--- config.mk ---
export PLATFORM = sky130hd
export DESIGN_NAME = temp_result_reg
export DESIGN_NICKNAME = d
export VERILOG_FILES = /design/src/rtl/temp_result_pkg.sv /design/src/rtl/temp_trunc.sv /design/src/rtl/temp_hold_reg.sv /design/src/rtl/temp_result_reg.sv
export SDC_FILE = /design/constraint.sdc
export NUM_CORES = 1
export LEC_CHECK = 0
export BUFFER_PORTS_ARGS = -buffer_cell sky130_fd_sc_hd__buf_2
export CORE_ASPECT_RATIO = 1.5
export CORE_MARGIN = 5
export CORE_UTILIZATION = 40
export DETAILED_ROUTE_END_ITERATION = 10
export GPL_ROUTABILITY_DRIVEN = 0
export PLACE_DENSITY = 0.73
export SYNTH_ARGS = -nofsm -noshare
export SYNTH_HDL_FRONTEND = slang
export SYNTH_SLANG_ARGS = --single-unit
--- constraint.sdc ---
create_clock -name clk -period 0.8 [get_ports clk]
set_input_delay 0.16 -clock clk [delete_from_list [all_inputs] [get_ports clk]]
set_output_delay 0.16 -clock clk [all_outputs]
set_load 0.02 [all_outputs]
--- src/rtl/temp_result_pkg.sv ---
package temp_result_pkg;
  localparam int SAMPLE_W = 12;
  localparam int WORD_W   = 16;
  localparam int MIN_BITS = 9;

  typedef enum logic [1:0] {
    RES_9  = 2'b00,
    RES_10 = 2'b01,
    RES_11 = 2'b10,
    RES_12 = 2'b11
  } res_t;
endpackage

--- src/rtl/temp_trunc.sv ---
module temp_trunc
  import temp_result_pkg::*;
#(
  parameter int SW = SAMPLE_W,
  parameter int WW = WORD_W
) (
  input  logic [SW-1:0] sample,
  input  logic [1:0]    res,
  output logic [WW-1:0] word
);
  localparam int PAD = WW - SW;

  logic [SW-1:0] keep_mask;

  // Mask keeps the top MIN_BITS+res bits of the sample.
  always_comb begin
    for (int i = 0; i < SW; i++) begin
      keep_mask[i] = (i >= (SW - MIN_BITS - int'(res)));
    end
  end

  assign word = {sample & keep_mask, {PAD{1'b0}}};
endmodule

--- src/rtl/temp_hold_reg.sv ---
module temp_hold_reg #(
  parameter int WW = 16
) (
  input  logic          clk,
  input  logic          rst_n,
  input  logic          load,
  input  logic [WW-1:0] d,
  output logic [WW-1:0] q
);
  always_ff @(posedge clk or negedge rst_n) begin
    if (!rst_n)    q <= '0;
    else if (load) q <= d;
  end

  AST_HOLD_NO_LOAD: assert property (@(posedge clk) disable iff (!rst_n)
    !load |=> $stable(q));
endmodule

--- src/rtl/temp_result_reg.sv ---
module temp_result_reg
  import temp_result_pkg::*;
(
  input  logic                clk,
  input  logic                rst_n,
  input  logic                conv_valid,
  input  logic [SAMPLE_W-1:0] conv_sample,
  input  logic [1:0]          res_sel,
  input  logic                rd_busy,
  output logic [WORD_W-1:0]   rd_value,
  output logic [WORD_W-1:0]   eval_value
);
  localparam int LOW_ZERO_9 = WORD_W - MIN_BITS;

  logic [WORD_W-1:0] trimmed;
  logic              rd_load;
  logic [1:0]        rd_res;

  temp_trunc #(.SW(SAMPLE_W), .WW(WORD_W)) u_trunc (
    .sample (conv_sample),
    .res    (res_sel),
    .word   (trimmed)
  );

  assign rd_load = conv_valid && !rd_busy;

  temp_hold_reg #(.WW(WORD_W)) u_eval (
    .clk (clk), .rst_n (rst_n), .load (conv_valid), .d (trimmed), .q (eval_value)
  );

  temp_hold_reg #(.WW(WORD_W)) u_read (
    .clk (clk), .rst_n (rst_n), .load (rd_load), .d (trimmed), .q (rd_value)
  );

  // Resolution that was in force when the readable copy last loaded.
  always_ff @(posedge clk or negedge rst_n) begin
    if (!rst_n)       rd_res <= 2'b00;
    else if (rd_load) rd_res <= res_sel;
  end

  AST_BUSY_HOLDS: assert property (@(posedge clk) disable iff (!rst_n)
    (conv_valid && rd_busy) |=> $stable(rd_value));
  AST_FREE_LOAD_MATCH: assert property (@(posedge clk) disable iff (!rst_n)
    (conv_valid && !rd_busy) |=> (rd_value == eval_value));
  AST_EVAL_TAKES: assert property (@(posedge clk) disable iff (!rst_n)
    conv_valid |=> (eval_value[WORD_W-1] == $past(conv_sample[SAMPLE_W-1])));
  AST_LOW_ZERO: assert property (@(posedge clk) disable iff (!rst_n)
    (rd_value[WORD_W-SAMPLE_W-1:0] == '0) &&
    ((rd_res != 2'b00) || (rd_value[LOW_ZERO_9-1:0] == '0)));
endmodule

# ---- Yosys cells after proc, flatten, opt, wreduce, memory -nomap -nowiden
# Cells that the tools add are included.
# Widths: inputs -> output; s select.
dict set report classes {
  n_eq_ne 0
  n_reduce_logical 2
  mux 0
  multipliers 0
  n_bitwise 1
  div 0
  addsub 1
  shift 0
  magnitude_cmp 12
}
# cell n
set op_table {}
lappend op_table {{$ge 5x3->1 const A} 4}
lappend op_table {{$ge 4x3->1 const A} 4}
lappend op_table {{$and 12x12->12} 1}
lappend op_table {{$ge 3x3->1 const A} 2}
lappend op_table {{$ge 1x3->1 const A} 1}
lappend op_table {{$ge 2x3->1 const A} 1}
lappend op_table {{$sub 2x2->3 const A} 1}
lappend op_table {{$logic_and 1x1->1} 1}
lappend op_table {{$logic_not 1->1} 1}
dict set report word_totals {
  mem_bits_ro 0
  out_inout_bits 32
  wordCells 18
  ramBits 0
  latch_bits 0
  n_memories 0
  reg_bits 24
}

# ---- Logic depth before layout (Yosys ltp)
# Gate-level depths: netlist of the first run.
dict set report depth {
  depth_word 3
  ltp_mapped 3
  depth_no_buf 2
}

# ---- Cells and area by module
# Synthesis of the first run repeated with hierarchy kept, for this count alone.
dict set report hier_totals {
  cells_unflattened 86
  hier_area_um2 1435.1
}
# mod instances area_each_um2 cells_each seq_area_each_um2
set modules_own_cells {}
lappend modules_own_cells {temp_hold_reg 2 649.4 34 400.4}
lappend modules_own_cells {temp_trunc 1 122.6 17 0.0}
lappend modules_own_cells {temp_result_reg 1 13.8 1 0.0}

# ---- Worst setup path after synthesis of the first run
# No wires, ideal clock.
dict set report synth_timing {
  kind {register to register}
  startpoint {register, netlist name u_read.q[13]}
  endpoint {register u_read.q[13]}
  n_path_buf 0
  arrival_ns 0.710
  stages_incl_launch_ff 2
  period_less_slack_ns 0.835
  slack_ns -0.035
  cell_sequence {dfrtp_1 > mux2_4}
}
# item line_no
set synth_rtl {}
lappend synth_rtl {{end signal, assigned} temp_hold_reg.sv:11} ;# if (!rst_n) q <= '0;
lappend synth_rtl {{end signal, assigned} temp_hold_reg.sv:12} ;# else if (load) q <= d;
lappend synth_rtl {{end, declared} temp_hold_reg.sv:8} ;# output logic [WW-1:0] q

# ---- Worst setup path after layout of the first run
dict set report layout_timing {
  startpoint {register u_read.q[7]}
  endpoint {output rd_value[7]}
}
# item line_no
set layout_rtl {}
lappend layout_rtl {{end, declared} temp_result_reg.sv:10} ;# output logic [WORD_W-1:0] rd_value,
# No word-level cell between the ends.

==> results_dict.tcl, run 1 <==
set metrics [dict create \
    worst_r2r_endpoint "u_eval.q[11]" \
    postRouteAntennaNets 0 \
    crit_family "flip-flops" \
    highest_clock_rate_mhz 954 \
    synthTopCellsByArea "sky130_fd_sc_hd__dfrtp_1, sky130_fd_sc_hd__mux2_4, sky130_fd_sc_hd__mux2_2" \
    worst_setup_hold_path_clk_slew_ns 0.13 \
    grt_max_degree 19 \
    cts_num_sinks 24 \
    synthCells 65 \
    worst_hold_path_type "primary input to register" \
    grt_setup_unrepaired "true" \
    netlist.area_leader.share_pct 57.2 \
    crit-reg2reg-launch "u_eval.q[11]" \
    route.detailed.wl_per_inst_um 17.0 \
    routed_via_density 4.70 \
    syn_area_per_cell_um2 16.2 \
    min_period_ns 1.05 \
    numCtsBuffers 3 \
    arrival_ns 0.89 \
    violations "setup timing" \
    maxSlewViolCount 0 \
    h-tree-depth 1 \
    die_w_um 51.8 \
    post_synthesis_to_final_layout_area_growth_pct 48.4 \
    global_route.usage.total_pct 13.8 \
    cap_viol_max_count 0 \
    pwr_per_cell_area_mw_per_mm2 2000 \
    cts_buffer_depth 2 \
    syn_area_mm2 0.00105 \
    slowest_delay_ns 0.44 \
    synth-seq-cells 24 \
    worst_clock_skew_ns 0 \
    synthDistinctLibCells 11 \
    synth_top_area_cell "sky130_fd_sc_hd__dfrtp_1" \
    post_layout_nonfiller_instances 140 \
    grt_antenna_before_repair 0 \
    estimated_wirelength_of_the_detail_placed_design_mm 1.75 \
    placement.io_buffers 41 \
    finalSetupViolCount 34 \
    final_layout_size_suffix_gt1_share_pct 89.7 \
    required_ns 0.64 \
    setup.worst_path.class "register to output port" \
    sequential_cell_area_fraction_in_the_yosys_report_pct 57.2 \
    die-area_mm2 0.00377 \
    r2r.worst_path.cells 3 \
    grt_remaining_overflow 0 \
    fp.coreArea_mm2 0.00248 \
    die_h_um 72.7 \
    rows 22 \
    timing.hold.worst_endpoint "u_read.q[13]" \
    r2r_setup_slack_ns -0.23 \
    antenna-diode-count 0 \
    clock_tree.root_cell "sky130_fd_sc_hd__clkbuf_4" \
    floorplan.io_pins 50 \
    firstDrtPassIters 4 \
    critical_path.slowest_cell "sky130_fd_sc_hd__dfrtp_2" \
    yosys_warnings 0 \
    route.final.wire_length_mm 2.38 \
    run_status "finished with violations" \
    cp_capture_type "output port" \
    hold_depth 2 \
    starting_utilization_of_the_core_area_pct 42.4 \
    vias 658 \
    critical_path_fanout_max 2 \
    path_buf_inv 1 \
    grt_pass1_vias 734 \
    final_critical_path_share_of_the_clock_period_pct 131 \
    worst_setup_path_start_kind "register" \
    wire_length_of_the_first_global_routing_pass_mm 3.74 \
    placedCellCount 129 \
    critical_path.cell_chain "buf_6" \
    drc_errors 0 \
    dr.first_iter.drc_count 2 \
    vdd_drop_max_mv 0.834 \
    worst_hold_startpoint "conv_sample[9]" \
    final_net_count 135 \
    finalHoldViolCount 0 \
    tritoncts "done" \
    insertion_delay_ns 0.31 \
    power.static_leakage_nw 0.757 \
    power.total_mw 3.11 \
    setup_ws_ns -0.248 \
]
metal layers:
layer	share of wire, %	up-vias	global-route usage (%)
met5	0	-	0
met4	2.2	0	8.75
met3	4.2	4	2.04
met2	59	26	25.3
met1	35	326	14.0
li1	-	302	-
timing repair:
action                                  CTS  global route
hold buffers                              1             0
endpoints found under the hold margin    24             0
pin swaps                                 0             0
endpoints found under the setup margin   25            44
setup buffers                             2             5
resized for setup                        51             4
cell usage in the layout, fill, tap and decap left out:
cell,Yosys,routed
sky130_fd_sc_hd__dfrtp_2,0,24
sky130_fd_sc_hd__buf_4,9,3
sky130_fd_sc_hd__conb_1,1,8
sky130_fd_sc_hd__mux2_4,12,13
sky130_fd_sc_hd__nand2b_4,0,1
sky130_fd_sc_hd__nor2b_4,1,1
sky130_fd_sc_hd__buf_12,0,1
sky130_fd_sc_hd__and2_1,1,1
sky130_fd_sc_hd__mux2_2,12,11
sky130_fd_sc_hd__and3_1,1,1
sky130_fd_sc_hd__buf_2,0,17
sky130_fd_sc_hd__clkbuf_8,0,1
sky130_fd_sc_hd__dlygate4sd3_1,0,1
sky130_fd_sc_hd__o21a_1,1,1
sky130_fd_sc_hd__buf_6,2,29
sky130_fd_sc_hd__clkbuf_4,0,3
synth_stat cells:
cell type,instances
sky130_fd_sc_hd__mux2_2,12
sky130_fd_sc_hd__nor2b_4,1
sky130_fd_sc_hd__conb_1,1
sky130_fd_sc_hd__nand2b_1,1
sky130_fd_sc_hd__o21a_1,1
sky130_fd_sc_hd__and3_1,1
sky130_fd_sc_hd__dfrtp_1,24
sky130_fd_sc_hd__buf_6,2
sky130_fd_sc_hd__buf_4,9
sky130_fd_sc_hd__and2_1,1
sky130_fd_sc_hd__mux2_4,12
metrics by stage:
stage | cell area [um2] | setup slack [ns] | util [%] | hold WS (ns) | setup TNS, ns
6_report | 1560 | -0.248 | 62.9 | 0.0806 | -6.36
5_1_grt | 1560 | -0.296 | 62.9 | 0.0601 | -7.80
4_1_cts | 1520 | -0.274 | 61.2 | 0.0697 | -6.38
3_5_place_dp | 1290 | -0.247 | 52.2 | 0.0111 | -4.01
3_3_place_gp | 1290 | -0.216 | 52.2 | 0.00421 | -3.57
2_1_floorplan | 1110 | -0.0222 | - | -0.136 | -0.375
report_power, final:
group | internal, mW | switching (mW)
sequential | 1.38 | 0.115
clock | 0.278 | 0.350
combinational | 0.566 | 0.418
total | 2.23 | 0.882
cells by family after synthesis:
| group | count (synthesis) | synth area share (%) |
|---|---|---|
| muxes | 24 | 30.0 |
| DFF | 24 | 57.2 |
| buffers and inverters | 11 | 8.58 |
| and+or+nand+nor | 4 | 3.10 |
| AOI/OAI and AO/OA | 1 | 0.715 |
| other | 1 | 0.357 |
state kept, by name, indices dropped and copies added, names as in the netlist:
register,cells
u_eval.q,12
u_read.q,12
layout make-up:
type                    instances  area [um2]
well taps                      24        30.0
clock buffers                   4        36.3
flip-flops and latches         24         631
repair buffers                 51         464
multi-input cells              37         397
fillers                       177         920
worst max path at each step:
stage	slack, ns	end	startpoint	cells past startpoint
floorplan	-0.02	u_read.q[13]	u_read.q[13]	1
global placement	-0.22	u_read.q[9]	conv_valid	3
detailed placement	-0.25	u_read.q[9]	conv_valid	3
CTS	-0.27	rd_value[4]	u_read.q[4]	1
global route	-0.30	eval_value[11]	u_eval.q[11]	1
finish	-0.25	rd_value[7]	u_read.q[7]	1
Note: power is estimated with default switching activity, not from simulation.
==> inputs of run 2 (changes only) <==
ABC_AREA = 1   (was unset)
PLACE_DENSITY = 0.74   (was 0.73)
==> results_dict.tcl, run 2 <==
set metrics [dict create \
    antenna-diode-count 0 \
    grt_max_degree 25 \
    asyncSetResetFlopFracSynth_pct 100 \
    min_period_ns 1.05 \
    violations "setup timing" \
    highest_clock_rate_mhz 952 \
    r2r_setup_slack_ns -0.04 \
    worst_hold_startpoint "conv_sample[11]" \
    synth-seq-cells 24 \
    grt_antenna_before_repair 0 \
    cap_viol_max_count 0 \
    syn_area_mm2 0.00101 \
    post_synth_edffs 0 \
    critical_path.cell_chain "buf_6" \
    estimated_wirelength_of_the_detail_placed_design_mm 1.70 \
    yosys_warnings 0 \
    setup.worst_path.class "register to output port" \
    setup_ws_ns -0.251 \
    crit-reg2reg-launch "u_read.q[12]" \
    synthCells 108 \
    floorplan.io_pins 50 \
    sequential_cell_area_fraction_in_the_yosys_report_pct 59.3 \
    reg.largest.list "u_eval.q (12), u_read.q (12)" \
    setup.worst_path.start "u_read.q[10]" \
    worst_setup_path_start_kind "register" \
    grt_pass1_vias 939 \
    postRouteAntennaNets 0 \
    route.detailed.wl_per_inst_um 12.8 \
    synth_top_family_by_area "simple AND/OR/NAND/NOR gates" \
    share_of_the_synthesized_area_in_compound_gates_ao_oa_aoi_oai_pct 10.9 \
    synth_simple_gate_area_share_pct 17.3 \
    post_synth_most_frequent_cells "sky130_fd_sc_hd__nand2_1, sky130_fd_sc_hd__dfrtp_1, sky130_fd_sc_hd__buf_4, sky130_fd_sc_hd__inv_1" \
    worst_hold_path_type "primary input to register" \
    pwr_per_cell_area_mw_per_mm2 1880 \
    grt_setup_unrepaired "true" \
    routed_via_density 4.62 \
    slowest_delay_ns 0.44 \
    power.total_mw 2.95 \
    critical_path_fanout_max 2 \
    layout.cells.most_common_list "sky130_fd_sc_hd__nand2_1, sky130_fd_sc_hd__buf_6, sky130_fd_sc_hd__dfrtp_1" \
    post_synthesis_to_final_layout_area_growth_pct 55.5 \
    wire_length_of_the_first_global_routing_pass_mm 3.94 \
    synth-adder-area-share_pct 0 \
    route.final.wire_length_mm 2.45 \
    finalSetupViolCount 25 \
    critical_path.slowest_cell "sky130_fd_sc_hd__dfrtp_1" \
    power.static_leakage_nw 0.863 \
    final_net_count 186 \
    die_w_um 51.1 \
    cts_num_sinks 24 \
    starting_utilization_of_the_core_area_pct 41.3 \
    synth_top_area_cell "sky130_fd_sc_hd__dfrtp_1" \
    setup_total_negative_slack_ns -5.25 \
    die_h_um 71.6 \
    global_route.usage.total_pct 14.1 \
    die-area_mm2 0.00366 \
    tritoncts "done" \
    synthTopCellsByArea "sky130_fd_sc_hd__dfrtp_1, sky130_fd_sc_hd__nand2_1, sky130_fd_sc_hd__buf_4" \
    placement.io_buffers 41 \
    required_ns 0.64 \
    vdd_drop_max_mv 1.43 \
    synth.most_common_cell "sky130_fd_sc_hd__nand2_1" \
    grt_remaining_overflow 0 \
    yosys.area_share.xor_xnor_pct 0 \
    run_status "finished with violations" \
    arrival_ns 0.89 \
    h-tree-depth 1 \
    cp_capture_type "output port" \
    crit_family "flip-flops" \
    insertion_delay_ns 0.30 \
    vias 882 \
    path_buf_inv 1 \
    fp.coreArea_mm2 0.00245 \
    maxSlewViolCount 0 \
    netlist.area_leader.share_pct 59.3 \
    worst_setup_hold_path_clk_slew_ns 0.13 \
    post_layout_nonfiller_instances 191 \
    synth_flop_cell "sky130_fd_sc_hd__dfrtp_1" \
    synthDistinctLibCells 11 \
    syn_area_per_cell_um2 9.37 \
    layout_commonest_cell "sky130_fd_sc_hd__nand2_1" \
    clock_tree.root_cell "sky130_fd_sc_hd__clkbuf_4" \
    worst_clock_skew_ns 0 \
    dr.first_iter.drc_count 39 \
    final_critical_path_share_of_the_clock_period_pct 131 \
    finalHoldViolCount 0 \
    placedCellCount 172 \
    drc_errors 0 \
    cts_buffer_depth 2 \
    yosys-mux-area-fraction_pct 0 \
    final_layout_size_suffix_gt1_share_pct 47.9 \
    firstDrtPassIters 4 \
    numCtsBuffers 3 \
    rows 22 \
]
run 2: final cells by class:
cell class | count | area [um2]
fill | 197 | 876
sequential | 24 | 601
timing repair buffer | 60 | 536
multi-input combinational | 69 | 334
inverter | 10 | 37.5
clock buffer | 4 | 36.3
tap | 24 | 30.0
run 2: report_power, final:
group | switching [mW] | internal [mW]
logic | 0.446 | 0.459
registers | 0.0976 | 1.34
clock network | 0.336 | 0.278
run 2: timing repair:
action / in CTS / in global routing
setup endpoints to repair: 24 / 52
hold buffers: 1 / 0
setup buffers: 9 / 6
pin swaps: 0 / 1
endpoints found under the hold margin: 24 / 0
gates resized for setup: 48 / 10
run 2: path summary, 6_finish.rpt:
check                                to  cells past startpoint
max in group asynchronous  u_read.q[12]                      2
setup reg to reg           u_read.q[12]                      4
hold / removal             u_read.q[15]                      3
min in group asynchronous  u_read.q[15]                      2
hold reg to reg            u_eval.q[13]                      2
setup / recovery           rd_value[10]                      1
run 2: kinds of logic (layout without fill, tap and decap cells):
group / Yosys count / count (layout)
compound gates: 16 / 16
buf+inv: 22 / 74
flops: 24 / 24
other cells: 1 / 8
simple gates: 45 / 45
run 2: metal layers:
| metal | vias up | wire length (um) | track usage, % |
|---|---|---|---|
| li1 | 433 | - | - |
| met1 | 411 | 843 | 14.9 |
| met2 | 32 | 1420 | 26.1 |
| met3 | 6 | 148 | 3.53 |
| met4 | 0 | 42 | 5.39 |
| met5 | - | 0 | 0 |
run 2: metrics by stage:
stage	worst slack, ns	util [%]	instance area (um2)	hold WS (ns)
global route	-0.295	64.2	1570	0.0476
global placement	0.0134	50.8	1240	0.158
CTS	-0.250	61.5	1510	0.0585
finish	-0.251	64.2	1570	0.0644
detailed placement	-0.0183	50.8	1240	0.164
floorplan	0.103	-	1040	-0.136
